$ cat src/rtl/st_tdm_pkg.sv
package st_tdm_pkg;

  typedef enum logic [1:0] {
    RATE_2M  = 2'd0,
    RATE_4M  = 2'd1,
    RATE_8M  = 2'd2,
    RATE_RSV = 2'd3
  } rate_e;

  // channels per frame for a rate code, scaled from the base count
  function automatic int unsigned chans_per_frame(input logic [1:0] rate,
                                                  input int unsigned base);
    case (rate)
      RATE_4M: chans_per_frame = base * 2;
      RATE_8M: chans_per_frame = base * 4;
      default: chans_per_frame = base;
    endcase
  endfunction

  // a bit takes two master clocks only at the lowest rate in double mode
  function automatic logic two_clk_bits(input logic [1:0] rate,
                                        input logic mode);
    two_clk_bits = ((rate == RATE_2M) || (rate == RATE_RSV)) && !mode;
  endfunction

endpackage

$ cat src/rtl/st_fp_detect.sv
module st_fp_detect #(
  parameter int unsigned MIN_IDLE = 4
) (
  input  logic clk,
  input  logic rst,
  input  logic fp,
  input  logic at_frame_end,
  output logic frame_start,
  output logic slip,
  output logic fmt_alt,
  output logic fmt_lock
);
  localparam int unsigned RUN_W = $clog2(MIN_IDLE + 1);
  localparam logic [RUN_W-1:0] RUN_MAX = RUN_W'(MIN_IDLE);

  logic             fp_q;
  logic [RUN_W-1:0] run_cnt;
  logic             synced;
  logic             seen;
  logic             last_pol;

  assign frame_start = (fp != fp_q) && (run_cnt >= RUN_MAX);

  always_ff @(posedge clk) begin
    if (rst) begin
      fp_q     <= 1'b1;
      run_cnt  <= '0;
      synced   <= 1'b0;
      seen     <= 1'b0;
      last_pol <= 1'b0;
      fmt_alt  <= 1'b0;
      fmt_lock <= 1'b0;
      slip     <= 1'b0;
    end else begin
      fp_q <= fp;
      if (fp != fp_q)            run_cnt <= RUN_W'(1);
      else if (run_cnt < RUN_MAX) run_cnt <= run_cnt + 1'b1;
      slip <= frame_start && synced && !at_frame_end;
      if (frame_start) begin
        synced   <= 1'b1;
        seen     <= 1'b1;
        last_pol <= fp;
        if (seen && (fp == last_pol)) begin
          fmt_lock <= 1'b1;
          fmt_alt  <= fp;
        end else begin
          fmt_lock <= 1'b0;
        end
      end
    end
  end

  AST_SLIP_SINGLE: assert property (@(posedge clk) disable iff (rst)
    slip |=> !slip);
  AST_LOCK_FROM_START: assert property (@(posedge clk) disable iff (rst)
    $rose(fmt_lock) |-> $past(frame_start));
  AST_FMT_HOLD: assert property (@(posedge clk) disable iff (rst)
    !frame_start |=> $stable(fmt_alt));

endmodule

$ cat src/rtl/st_bit_timer.sv
module st_bit_timer
  import st_tdm_pkg::*;
#(
  parameter int unsigned BASE_CHANS = 32,
  parameter int unsigned BITS_PER_CH = 8
) (
  input  logic                                   clk,
  input  logic                                   rst,
  input  logic                                   frame_start,
  input  logic [1:0]                             rate_sel,
  input  logic                                   clk_mode,
  output logic                                   tx_en,
  output logic                                   smp_en,
  output logic [$clog2(BITS_PER_CH)-1:0]         bit_cnt,
  output logic [$clog2(BASE_CHANS*4)-1:0]        chan_cnt,
  output logic                                   at_frame_end
);
  localparam int unsigned BIT_W = $clog2(BITS_PER_CH);
  localparam int unsigned CH_W  = $clog2(BASE_CHANS * 4);
  localparam logic [BIT_W-1:0] BIT_LAST = BIT_W'(BITS_PER_CH - 1);

  logic            dbl;
  logic            ph;
  logic            bit_end;
  logic            chan_end;
  logic [CH_W-1:0] chan_last;

  assign dbl       = two_clk_bits(rate_sel, clk_mode);
  assign chan_last = CH_W'(chans_per_frame(rate_sel, BASE_CHANS) - 1);
  assign bit_end   = !dbl || ph;
  assign chan_end  = bit_end && (bit_cnt == BIT_LAST);
  assign at_frame_end = chan_end && (chan_cnt == chan_last);

  assign tx_en  = !ph;
  assign smp_en = dbl ? ph : 1'b1;

  always_ff @(posedge clk) begin
    if (rst || frame_start) begin
      ph       <= 1'b0;
      bit_cnt  <= '0;
      chan_cnt <= '0;
    end else begin
      ph <= dbl && !ph;
      if (bit_end) bit_cnt <= (bit_cnt == BIT_LAST) ? '0 : bit_cnt + 1'b1;
      if (chan_end) chan_cnt <= (chan_cnt == chan_last) ? '0 : chan_cnt + 1'b1;
    end
  end

  AST_START_ZERO: assert property (@(posedge clk) disable iff (rst)
    frame_start |=> (bit_cnt == '0 && chan_cnt == '0 && tx_en));
  AST_SMP_FOLLOWS_TX: assert property (@(posedge clk) disable iff (rst)
    (dbl && tx_en && !frame_start) |=> (smp_en && !tx_en));
  AST_BIT_STEP: assert property (@(posedge clk) disable iff (rst)
    (bit_end && !frame_start && bit_cnt != BIT_LAST) |=>
      (bit_cnt == $past(bit_cnt) + 1'b1));
  AST_CHAN_RANGE: assert property (@(posedge clk) disable iff (rst)
    $stable(rate_sel) |-> (chan_cnt <= chan_last));

endmodule

$ cat src/rtl/st_tdm_timing.sv
module st_tdm_timing
  import st_tdm_pkg::*;
#(
  parameter int unsigned BASE_CHANS  = 32,
  parameter int unsigned BITS_PER_CH = 8,
  parameter int unsigned MIN_IDLE    = 4
) (
  input  logic       clk,
  input  logic       rst,
  input  logic       fp,
  input  logic [1:0] rate_sel,
  input  logic       clk_mode,
  output logic       tx_en,
  output logic       smp_en,
  output logic       tx_on_fall,
  output logic       smp_on_fall,
  output logic [2:0] bit_cnt,
  output logic [6:0] chan_cnt,
  output logic       fmt_alt,
  output logic       fmt_lock,
  output logic       slip
);
  localparam int unsigned BIT_W = $clog2(BITS_PER_CH);
  localparam int unsigned CH_W  = $clog2(BASE_CHANS * 4);

  logic             frame_start;
  logic             at_frame_end;
  logic [BIT_W-1:0] bit_w;
  logic [CH_W-1:0]  chan_w;

  st_fp_detect #(.MIN_IDLE(MIN_IDLE)) det_i (
    .clk          (clk),
    .rst          (rst),
    .fp           (fp),
    .at_frame_end (at_frame_end),
    .frame_start  (frame_start),
    .slip         (slip),
    .fmt_alt      (fmt_alt),
    .fmt_lock     (fmt_lock)
  );

  st_bit_timer #(.BASE_CHANS(BASE_CHANS), .BITS_PER_CH(BITS_PER_CH)) tmr_i (
    .clk          (clk),
    .rst          (rst),
    .frame_start  (frame_start),
    .rate_sel     (rate_sel),
    .clk_mode     (clk_mode),
    .tx_en        (tx_en),
    .smp_en       (smp_en),
    .bit_cnt      (bit_w),
    .chan_cnt     (chan_w),
    .at_frame_end (at_frame_end)
  );

  assign bit_cnt  = 3'(bit_w);
  assign chan_cnt = 7'(chan_w);

  // active-low pulse: launch on falling edge, capture on rising; else swapped
  assign tx_on_fall  = !fmt_alt;
  assign smp_on_fall = fmt_alt;

  AST_SLIP_NEEDS_START: assert property (@(posedge clk) disable iff (rst)
    $rose(slip) |-> $past(frame_start));
  AST_ONE_CLK_BITS: assert property (@(posedge clk) disable iff (rst)
    (rate_sel == RATE_4M || rate_sel == RATE_8M) |-> (tx_en && smp_en));

endmodule

$ cat config.mk
export PLATFORM = sky130hd
export DESIGN_NAME = st_tdm_timing
export DESIGN_NICKNAME = d
export VERILOG_FILES = /design/src/rtl/st_tdm_pkg.sv /design/src/rtl/st_fp_detect.sv /design/src/rtl/st_bit_timer.sv /design/src/rtl/st_tdm_timing.sv
export SDC_FILE = /design/constraint.sdc
export NUM_CORES = 1
export LEC_CHECK = 0
export ABC_AREA = 1
export BUFFER_PORTS_ARGS = -buffer_cell sky130_fd_sc_hd__buf_2
export CORE_MARGIN = 4
export CORE_UTILIZATION = 45
export CTS_CLUSTER_DIAMETER = 100
export DETAILED_ROUTE_END_ITERATION = 6
export GPL_TIMING_DRIVEN = 0
export PLACE_DENSITY = 0.66
export SLEW_MARGIN = 20
export SYNTH_ARGS = -nofsm -noshare
export SYNTH_HDL_FRONTEND = slang
export SYNTH_HIERARCHICAL = 1
export SYNTH_SLANG_ARGS = --single-unit
export TNS_END_PERCENT = 50
$ cat constraint.sdc
create_clock -name clk -period 1.55 [get_ports clk]
set_input_delay 0.2325 -clock clk [delete_from_list [all_inputs] [get_ports clk]]
set_output_delay 0.2325 -clock clk [all_outputs]
set_load 0.005 [all_outputs]
==> results of run 1 <==
## metal layers
layer	vias to the layer above	track usage	share of wire	wire (µm)
met5	-	0	0	0
met4	0	0.0607	0.0037	7
met3	2	0.0268	0.050	96
met2	16	0.232	0.45	870
met1	396	0.194	0.49	943
li1	482	-	-	-
## flip-flops by register name, summed over array words and instances (netlist names)
register        count
det_i/fmt_alt       1
det_i/fmt_lock      1
det_i/fp_q          1
det_i/last_pol      1
det_i/run_cnt       3
det_i/seen          1
det_i/slip          1
tmr_i/bit_cnt       3
tmr_i/chan_cnt      7
tmr_i/ph            1
## metrics by stage
stage | instances | hold slack (ns) | util | total power [µW]
floorplan | 140 | 0.295 | - | 629
global placement | 189 | 0.455 | 0.563 | 666
detailed placement | 189 | 0.465 | 0.563 | 673
CTS | 193 | 0.160 | 0.588 | 1100
global route | 193 | 0.176 | 0.592 | 1140
finish | 193 | 0.171 | 0.592 | 1090
## power breakdown
part | switching, µW | leakage [µW] | internal, µW
Sequential | 14.2 | 0.000163 | 534
Clock | 164 | 0.0000279 | 261
Combinational | 64.1 | 0.000411 | 48.2
## cell families after synthesis
logic type / count (synthesis)
flops: 20
fa+ha+maj: 5
simple gates: 69
buf+inv: 30
xor+xnor: 2
compound gates: 14
## worst max-delay path, cell delays in order (launching register included)
cell     delay, ns
dfxtp_1       0.38
ha_1          0.17
ha_2          0.26
nand2_2       0.12
nor2_1        0.14
nand2_1       0.10
nand2_2       0.11
nor2_1        0.05
## cells in the mapped netlist
cell       n
a21oi_1    7
a21oi_2    1
buf_4      2
dfxtp_1   20
ha_1       5
inv_1     25
inv_2      3
nand2_1   30
nand2_2    6
nand3_1    9
nand3_2    2
nand3b_1   1
nand4_1    3
nor2_1    15
nor2_2     2
nor4_1     1
o21ai_0    4
o21ai_1    1
o21bai_1   1
xor2_1     2
## worst min-delay path by stage
stage / end / from / slack (ns)
after floorplan: det_i/fmt_lock$_SDFFE_PP0P_ / rst / 0.29
after global placement: det_i/run_cnt[1]$_SDFFE_PP0N_ / det_i/run_cnt[1]$_SDFFE_PP0N_ / 0.45
after detailed placement: det_i/slip$_SDFF_PP0_ / det_i/seen$_SDFFE_PP0P_ / 0.46
after CTS: det_i/fp_q$_SDFF_PP1_ / fp / 0.16
after global routing: det_i/fp_q$_SDFF_PP1_ / fp / 0.18
final: det_i/fp_q$_SDFF_PP1_ / fp / 0.17
## cell type report
type	instances	area [µm²]	area share
plain buffers	2	15.0	0.0125
clock buffers	3	22.5	0.0188
clock inverters	1	30.0	0.0251
inverters	28	105	0.0878
multi-input cells	90	480	0.401
flip-flops and latches	20	400	0.334
well taps	27	33.8	0.0282
repair buffers	22	110	0.0920
==> results.md, run 1 <==
- Hold Buf Count CTS: 0
- Post-Synth Adder-Cell Area: 0.0630
- Routability Congestion: between 0.7 and 0.8
- Status: completed
- First-pass GRT wire length: 3220 µm
- DRC: 0
- Finished Cell Area: between 1000 and 1500 µm²
- Critical R2R Launch: tmr_i/bit_cnt[1]$_SDFFE_PP0N_
- Ports: 23
- GRT overflow: 0
- Vias in the first global route: 760
- VDD IR max: about 0.00055 V
- Multiplexer share of the synthesized area: 0
- Slew at the pin closest to its max-slew limit: 0.230 ns
- Largest family of logic cells by synthesized area: simple AND/OR/NAND/NOR gates
- Fraction of layout cells with a size suffix above 1: 0.259
- Setup CP Type: flip-flop to flip-flop
- Synth Area in XOR/XNOR: 0.0176
- Mapped Avg Cell Area: around 7.1 µm²
- Minimum clock period: roughly 1.4 ns
- Crit path to: tmr_i/chan_cnt[5]$_SDFFE_PP0P_
- DRT Wirelength: approximately 1900 µm
- Area contributors post-synth: dfxtp_1 40%, nand2_1 11%, inv_1 9.4%, ha_1 6.3%, nor2_1 5.7%
- Initial antenna violation count: 0
- Share of the synthesized area in the top cell type: 0.403
- Clock root buffer: clkbuf_4
- Post-Syn Area: ~1000 µm²
- Via count: between 800 and 900
- Antenna diodes: 0
- Syn Inst Count: between 100 and 150
- Skew-Pair Late Insertion Delay: around 0.30 ns
- Cell Pwr Density: roughly 900 nW/µm²
- H-Tree Depth: 1
- RR Endpoint: tmr_i/chan_cnt[5]$_SDFFE_PP0P_
- Fin. max-slew vios: 0
- Net Count, Synth: about 150
- Placed cell area: around 1100 µm²
- Synth Area in Simple Gates: 0.319
- Wire per inst: ~9.9 µm
- Most common cell after layout, fill and taps aside: nand2_1
- CTS tree: built
- Area growth syn-to-layout: 20.5%
- Core ar.: approximately 2000 µm²
- Largest net degree at the start of global routing: 13
- Total CTS buffers: 3
- Max-Cap Viols: 0
- Worst Setup SP: tmr_i/bit_cnt[1]$_SDFFE_PP0N_
- Cells on Worst Hold Path: 3
- DRT iter0 DRCs: 21
- Area leader, netlist: dfxtp_1
- Fmax: 701 MHz
- Crit path arrival time: 1.63 ns
- Fill cells: around 210
- HPWL Detailed: 1500 µm
- Port Buffer Count: 22
- Starting Density: 0.491
- Tot GR Track Use: 0.147
- Reg2reg path depth: 7
- Commonest non-fill, non-tap cells in the layout: 30 x nand2_1, 25 x inv_1, 22 x buf_2, 20 x dfxtp_1, 15 x nor2_1
- 1st-pass router iterations: 4
- Clock Skews: around 0.0034 ns
- Rows: 16
- Setup TNS: 0 ns
- Synth Area in Compound Gates: 0.0768
- Reg2reg setup slack: ~0.12 ns
- Setup Viol. Count Final: 0
- CP Data Required Time: 1.75 ns
- Library cells used by synthesis: 20
- Setup bufs post-CTS: 0
- Dpl ws: roughly 0.05 ns
- LEAKAGE: about 0.0006 µW
- Worst min-delay path category: input pin to flip-flop
- CP Capture Type: flip-flop
- Vias per inst: ~4.6
- Fin. Hold Viols: 0
- Final Cycle Share: 0.920
- Antenna Nets Post-Route: 0
- Clock sinks: 20
- Worst setup SP type: flip-flop
- Worst rel slew slack: 0.846
- Yosys warns: 6
- Seq cells post-synth: 20
- Final nets: roughly 180
- CP Max Fanout: 7
- Die area: roughly 3000 µm²
- Die Ht: approximately 55 µm
- Seq/Total Area, Yosys: 0.403
- Unrepaired setup endpoints after global routing: false
- Max Buffers Root-to-Sink: 2
- Post_cts resized: 0
- Die Width: roughly 55 µm
- Clk slew on worst S/H paths: ~0.12 ns
- Fin worst setup slack: roughly 0.12 ns
No activity file was read; power rests on OpenSTA's default activity.
==> run 2: changes to the inputs <==
CORE_MARGIN = not set   (was 4)
CTS_CLUSTER_SIZE = 25   (was not set)
HOLD_SLACK_MARGIN = 0.05   (was not set)
==> results.md, run 2 (synthesis results as in run 1) <==
- Die area: 2400 µm² (was 3020 µm²)
- Worst min-delay path category: input pin to flip-flop (unchanged)
- DRT iter0 DRCs: 17 (was 21)
- DRT Wirelength: 1790 µm (was 1920 µm)
- DRC: 0 (unchanged)
- Vias per inst: 4.62 (was 4.64)
- First-pass GRT wire length: 3140 µm (was 3220 µm)
- Max-Cap Viols: 0 (unchanged)
- Starting Density: 0.491 (unchanged)
- Area growth syn-to-layout: 21.2% (was 20.5%)
- Post-route core utilization: 0.595 (was 0.592)
- Clock Power Share: 0.389 (was 0.391)
- Dpl ws: 0.0849 ns (was 0.0513 ns)
- Setup Viol. Count Final: 0 (unchanged)
- Combinational Power Share: 0.103 (was 0.104)
- Biggest register: tmr_i/chan_cnt (unchanged)
- Worst Hold Slack: 0.178 ns (was 0.171 ns)
- Fmax: 705 MHz (was 701 MHz)
- Rows: 16 (unchanged)
- Commonest non-fill, non-tap cells in the layout: 30 x nand2_1, 25 x inv_1, 22 x buf_2, 20 x dfxtp_1, 15 x nor2_1 (unchanged)
- Crit-path max cell delay: 0.35 ns (was 0.38 ns)
- Internal Power: 843 µW (about the same)
- Largest regs: tmr_i/chan_cnt (7), det_i/run_cnt (3), tmr_i/bit_cnt (3) (unchanged)
- Final nets: 178 (unchanged)
- Fin. Hold Viols: 0 (unchanged)
- Max Buffers Root-to-Sink: 2 (unchanged)
- Final Cycle Share: 0.915 (was 0.920)
- Antenna diodes: 0 (unchanged)
- VDD IR max: 0.000512 V (was 0.000552 V)
- Largest net degree at the start of global routing: 13 (unchanged)
- Hold Buf Count CTS: 0 (unchanged)
- Total CTS buffers: 3 (unchanged)
- Slew at the pin closest to its max-slew limit: 0.227 ns (was 0.230 ns)
- 1st-pass router iterations: 4 (unchanged)
- Ports: 23 (unchanged)
- Routability Congestion: 0.825 (was 0.791)
- Skew-Pair Late Insertion Delay: 0.29 ns (was 0.30 ns)
- HPWL Detailed: 1390 µm (was 1500 µm)
- Fin. max-slew vios: 0 (unchanged)
- Tot GR Track Use: 0.167 (was 0.147)
- Die Ht: 49.0 µm (was 55.0 µm)
- Clk slew on worst S/H paths: 0.11 ns (was 0.12 ns)
- Worst setup SP type: flip-flop (unchanged)
- Via count: 892 (was 896)
- Register share of total power: 0.508 (was 0.505)
- Worst rel slew slack: 0.849 (was 0.846)
- Vias in the first global route: 753 (was 760)
- Minimum clock period: 1.42 ns (was 1.43 ns)
- H-Tree Depth: 1 (unchanged)
- LEAKAGE: 0.000602 µW (about the same)
- CTS tree: built (unchanged)
- Fraction of layout cells with a size suffix above 1: 0.265 (was 0.259)
- Wire per inst: 9.26 µm (was 9.93 µm)
- Switching power share of the total: 0.219 (was 0.223)
- CP Max Fanout: 7 (unchanged)
- GRT overflow: 0 (unchanged)
- Max reg flops: 7 (unchanged)
- Cell Pwr Density: 896 nW/µm² (was 906 nW/µm²)
- Die Width: 49.0 µm (was 55.0 µm)
- Core ar.: 2020 µm² (unchanged)
- Antenna Nets Post-Route: 0 (unchanged)
- Setup CP Type: flip-flop to flip-flop (unchanged)
- Initial antenna violation count: 0 (unchanged)
- Port Buffer Count: 22 (unchanged)
- Clock sinks: 20 (unchanged)
- Clock root buffer: clkbuf_4 (unchanged)
- CP Capture Type: flip-flop (unchanged)
- Fin worst setup slack: 0.132 ns (was 0.124 ns)
- Status: completed (unchanged)
- Critical path, cell by cell: ha_1, ha_2, nand2_2, nor2_1, nand2_1, inv_1, nor4_2 (was ha_1, ha_2, nand2_2, nor2_1, nand2_1, nand2_2, nor2_1)
- Slowest cell on crit path: dfxtp_1 (unchanged)
- Setup bufs post-CTS: 0 (unchanged)
- CP Data Required Time: 1.77 ns (was 1.75 ns)
- Post_cts resized: 0 (unchanged)
- Crit path arrival time: 1.64 ns (was 1.63 ns)
- Most common cell after layout, fill and taps aside: nand2_1 (unchanged)
- Clock Skews: 0.00128 ns (was 0.00341 ns)
- NetSw: 236 µW (was 242 µW)
run 2: cell types whose count changed in the layout (fill, tap and decap cells not counted):
| cell | delta |
|---|---|
| nor4_1 | -1 |
| nor4_2 | +1 |
run 2: per-stage QoR:
stage                     cell area [µm²]  setup TNS [ns]  instances  total power, µW
after CTS                            1190               0        193             1090
after floorplan                       993               0        140              629
after global routing                 1200        -0.00388        193             1130
after detailed placement             1140               0        189              670
after global placement               1140               0        189              666
final                                1200               0        193             1080
run 2: cell type report:
cell class / instances / area, µm²
Fill cell: 204 / 818
Clock buffer: 3 / 22.5
Clock inverter: 1 / 30.0
Multi-Input combinational cell: 90 / 487
Sequential cell: 20 / 400
Buffer: 2 / 15.0
Inverter: 28 / 105
Timing Repair Buffer: 22 / 110
Tap cell: 27 / 33.8
run 2: path summary, 6_finish.rpt:
kind | startpoint | to | slack, ns | depth (start not counted)
worst max register to register | tmr_i/bit_cnt[0]$_SDFFE_PP0N_ | det_i/slip$_SDFF_PP0_ | 0.13 | 7
worst max-delay path | tmr_i/bit_cnt[0]$_SDFFE_PP0N_ | det_i/slip$_SDFF_PP0_ | 0.13 | 7
worst min-delay path | fp | det_i/fp_q$_SDFF_PP1_ | 0.18 | 3
worst min register to register | det_i/fmt_lock$_SDFFE_PP0P_ | det_i/fmt_lock$_SDFFE_PP0P_ | 0.48 | 2
run 2: layer usage:
layer,track usage,routed length [µm],up-vias
li1,-,-,486
met1,0.237,922,390
met2,0.255,798,14
met3,0.0280,52,2
met4,0.0588,13,0
met5,0,0,-
run 2: power by group through the flow:
stage | registers [µW] | clock network, µW | logic, µW
floorplan | 559 | 0 | 70.4
CTS | 548 | 432 | 111
global placement | 558 | 0 | 108
detailed placement | 560 | 0 | 110
finish | 548 | 419 | 111
global route | 551 | 451 | 129
run 2: worst max-delay path, delay by kind of cell, from the launching register on:
kind	cells	cell delay, ns
buffers and inverters	1	0.06
flip-flops	1	0.35
adder cells (fa/ha/maj)	2	0.42
AND/OR/NAND/NOR	4	0.52
==> run 3: changes to the inputs <==
CORE_ASPECT_RATIO = 1.5   (was not set)
CORE_MARGIN = 2   (was not set)
CORE_UTILIZATION = 40   (was 45)
PLACE_DENSITY = 0.59   (was 0.66)
==> results.md, run 3 (synthesis results as in run 1) <==
- Final Cycle Share: 0.922 (was 0.915)
- Biggest register: tmr_i/chan_cnt (unchanged)
- CP Max Fanout: 7 (unchanged)
- Worst Hold Endpoint: det_i/fp_q$_SDFF_PP1_ (unchanged)
- DRC: 0 (unchanged)
- Final nets: 178 (unchanged)
- Cell Pwr Density: 769 nW/µm² (was 896 nW/µm²)
- LEAKAGE: 0.000588 µW (was 0.000602 µW)
- Fraction of layout cells with a size suffix above 1: 0.255 (was 0.265)
- Vias per inst: 4.80 (was 4.62)
- HP Start: fp (unchanged)
- DP Cell Count: 186 (was 189)
- Area growth syn-to-layout: 17.1% (was 21.2%)
- Routability Congestion: 0.822 (was 0.825)
- Commonest non-fill, non-tap cells in the layout: 30 x nand2_1, 25 x inv_1, 22 x buf_2, 20 x dfxtp_1, 15 x nor2_1 (unchanged)
- Critical R2R Launch: tmr_i/bit_cnt[0]$_SDFFE_PP0N_ (unchanged)
- Setup CP Type: flip-flop to flip-flop (unchanged)
- Worst Hold Slack: 0.176 ns (was 0.178 ns)
- Slew at the pin closest to its max-slew limit: 0.219 ns (was 0.227 ns)
- Initial antenna violation count: 0 (unchanged)
- Minimum clock period: 1.43 ns (was 1.42 ns)
- Crit path arrival time: 1.63 ns (was 1.64 ns)
- Via count: 907 (was 892)
- Starting Density: 0.415 (was 0.491)
- DRT iter0 DRCs: 22 (was 17)
- Status: completed (unchanged)
- Fin. Hold Viols: 0 (unchanged)
- Crit-path max cell delay: 0.34 ns (was 0.35 ns)
- Hold Buf Count CTS: 0 (unchanged)
- Reg2reg setup slack: 0.12 ns (was 0.13 ns)
- HPWL Detailed: 1510 µm (was 1390 µm)
- 1st-pass router iterations: 4 (unchanged)
- Most common cell after layout, fill and taps aside: nand2_1 (unchanged)
- Largest regs: tmr_i/chan_cnt (7), det_i/run_cnt (3), tmr_i/bit_cnt (3) (unchanged)
- Buf/Inv on CP: 1 (unchanged)
- Unrepaired setup endpoints after global routing: false
- Post_cts resized: 0 (unchanged)
- CP Capture Type: flip-flop (unchanged)
- Largest delay share family, worst path: simple AND/OR/NAND/NOR gates (unchanged)
- Worst min-delay path category: input pin to flip-flop (unchanged)
- Fin. max-slew vios: 0 (unchanged)
- Total CTS buffers: 3 (unchanged)
- Setup Viol. Count Final: 0 (unchanged)
- Worst setup SP type: flip-flop (unchanged)
- Worst rel slew slack: 0.854 (was 0.849)
- Fill cells: 243 (was 204)
- Cells on Worst Hold Path: 3 (unchanged)
- Die Ht: 65.0 µm (was 49.0 µm)
- Port Buffer Count: 22 (unchanged)
- H-Tree Depth: 1 (unchanged)
- CTS tree: built (unchanged)
- Rows: 22 (was 16)
- Tot GR Track Use: 0.155 (was 0.167)
- Ports: 23 (unchanged)
- Setup bufs post-CTS: 0 (unchanged)
- Antenna diodes: 0 (unchanged)
- Largest net degree at the start of global routing: 11 (was 13)
- Clock Skews: 0.00362 ns (was 0.00128 ns)
- Core ar.: 2390 µm² (was 2020 µm²)
- Clock root buffer: clkbuf_4 (unchanged)
- Vias in the first global route: 864 (was 753)
- Clk slew on worst S/H paths: 0.11 ns (about the same)
- Post-Layout Cell Count: 189 (was 193)
- Wire per inst: 9.87 µm (was 9.26 µm)
- Die area: 2910 µm² (was 2400 µm²)
- Setup TNS: 0 ns (unchanged)
- Skew-Pair Late Insertion Delay: 0.29 ns (about the same)
- Finished Cell Area: 1160 µm² (was 1200 µm²)
- VDD IR max: 0.000516 V (was 0.000512 V)
- Antenna Nets Post-Route: 0 (unchanged)
- CP Data Required Time: 1.75 ns (was 1.77 ns)
- DRT Wirelength: 1870 µm (was 1790 µm)
- Clock sinks: 20 (unchanged)
- Die Width: 44.7 µm (was 49.0 µm)
- Max-Cap Viols: 0 (unchanged)
- Fmax: 700 MHz (was 705 MHz)
- Max reg flops: 7 (unchanged)
- Critical path, cell by cell: ha_1, ha_2, nand2_2, nor2_1, nand2_1, inv_1, nor4_1 (was ha_1, ha_2, nand2_2, nor2_1, nand2_1, inv_1, nor4_2)
- Reg2reg path depth: 7 (unchanged)
- GRT overflow: 0 (unchanged)
- Max Buffers Root-to-Sink: 2 (unchanged)
- First-pass GRT wire length: 3370 µm (was 3140 µm)
- RR Endpoint: det_i/slip$_SDFF_PP0_ (unchanged)
- Slowest cell on crit path: dfxtp_1 (unchanged)
- Placed cell area: 1130 µm² (was 1140 µm²)
## run 3: cell types whose count changed in the layout (fill, tap and decap cells not counted), sizes merged
cell,change
bufinv,-1
## run 3: worst max path at each step
stage / from / endpoint / slack [ns] / cells after the start
finish: tmr_i/bit_cnt[0]$_SDFFE_PP0N_ / det_i/slip$_SDFF_PP0_ / 0.12 / 7
global route: tmr_i/bit_cnt[0]$_SDFFE_PP0N_ / det_i/slip$_SDFF_PP0_ / 0.008 / 7
CTS: tmr_i/bit_cnt[0]$_SDFFE_PP0N_ / det_i/slip$_SDFF_PP0_ / 0.04 / 7
detailed placement: tmr_i/bit_cnt[0]$_SDFFE_PP0N_ / det_i/slip$_SDFF_PP0_ / 0.07 / 7
global placement: tmr_i/bit_cnt[0]$_SDFFE_PP0N_ / det_i/slip$_SDFF_PP0_ / 0.05 / 7
floorplan: tmr_i/bit_cnt[0]$_SDFFE_PP0N_ / det_i/slip$_SDFF_PP0_ / 0.21 / 7
## run 3: per-layer routing
| layer | vias up | global-route usage | part of all wire | wire length [µm] |
|---|---|---|---|---|
| met2 | 17 | 0.264 | 0.50 | 939 |
| met3 | 6 | 0.0167 | 0.038 | 71 |
| li1 | 482 | - | - | - |
| met1 | 402 | 0.163 | 0.42 | 787 |
| met5 | - | 0 | 0 | 0 |
| met4 | 0 | 0.121 | 0.036 | 68 |
## run 3: metrics by stage
step	total power, µW	setup WS [ns]	utilization
floorplan	629	0.211	-
global placement	666	0.0498	0.473
detailed placement	670	0.0707	0.473
CTS	912	0.0396	0.483
global route	955	0.00789	0.486
finish	895	0.121	0.486
## run 3: area by class of cell
class                           instances  area, µm²  share of cell area
Tap cell                               24       30.0              0.0258
Timing Repair Buffer                   22        110              0.0946
Buffer                                  2       15.0              0.0129
Clock buffer                            3       22.5              0.0194
Multi-Input combinational cell         90        480               0.413
Inverter                               28        105              0.0903
Sequential cell                        20        400               0.344
## run 3: where the power goes
group	internal, µW	switching, µW
clock	90.3	147
combinational	47.9	62.7
sequential	534	13.4
## run 3: tightest hold or removal path: stages
cell and delay, ns:
buf_2 0.11, inv_2 0.05, nand2_1 0.05
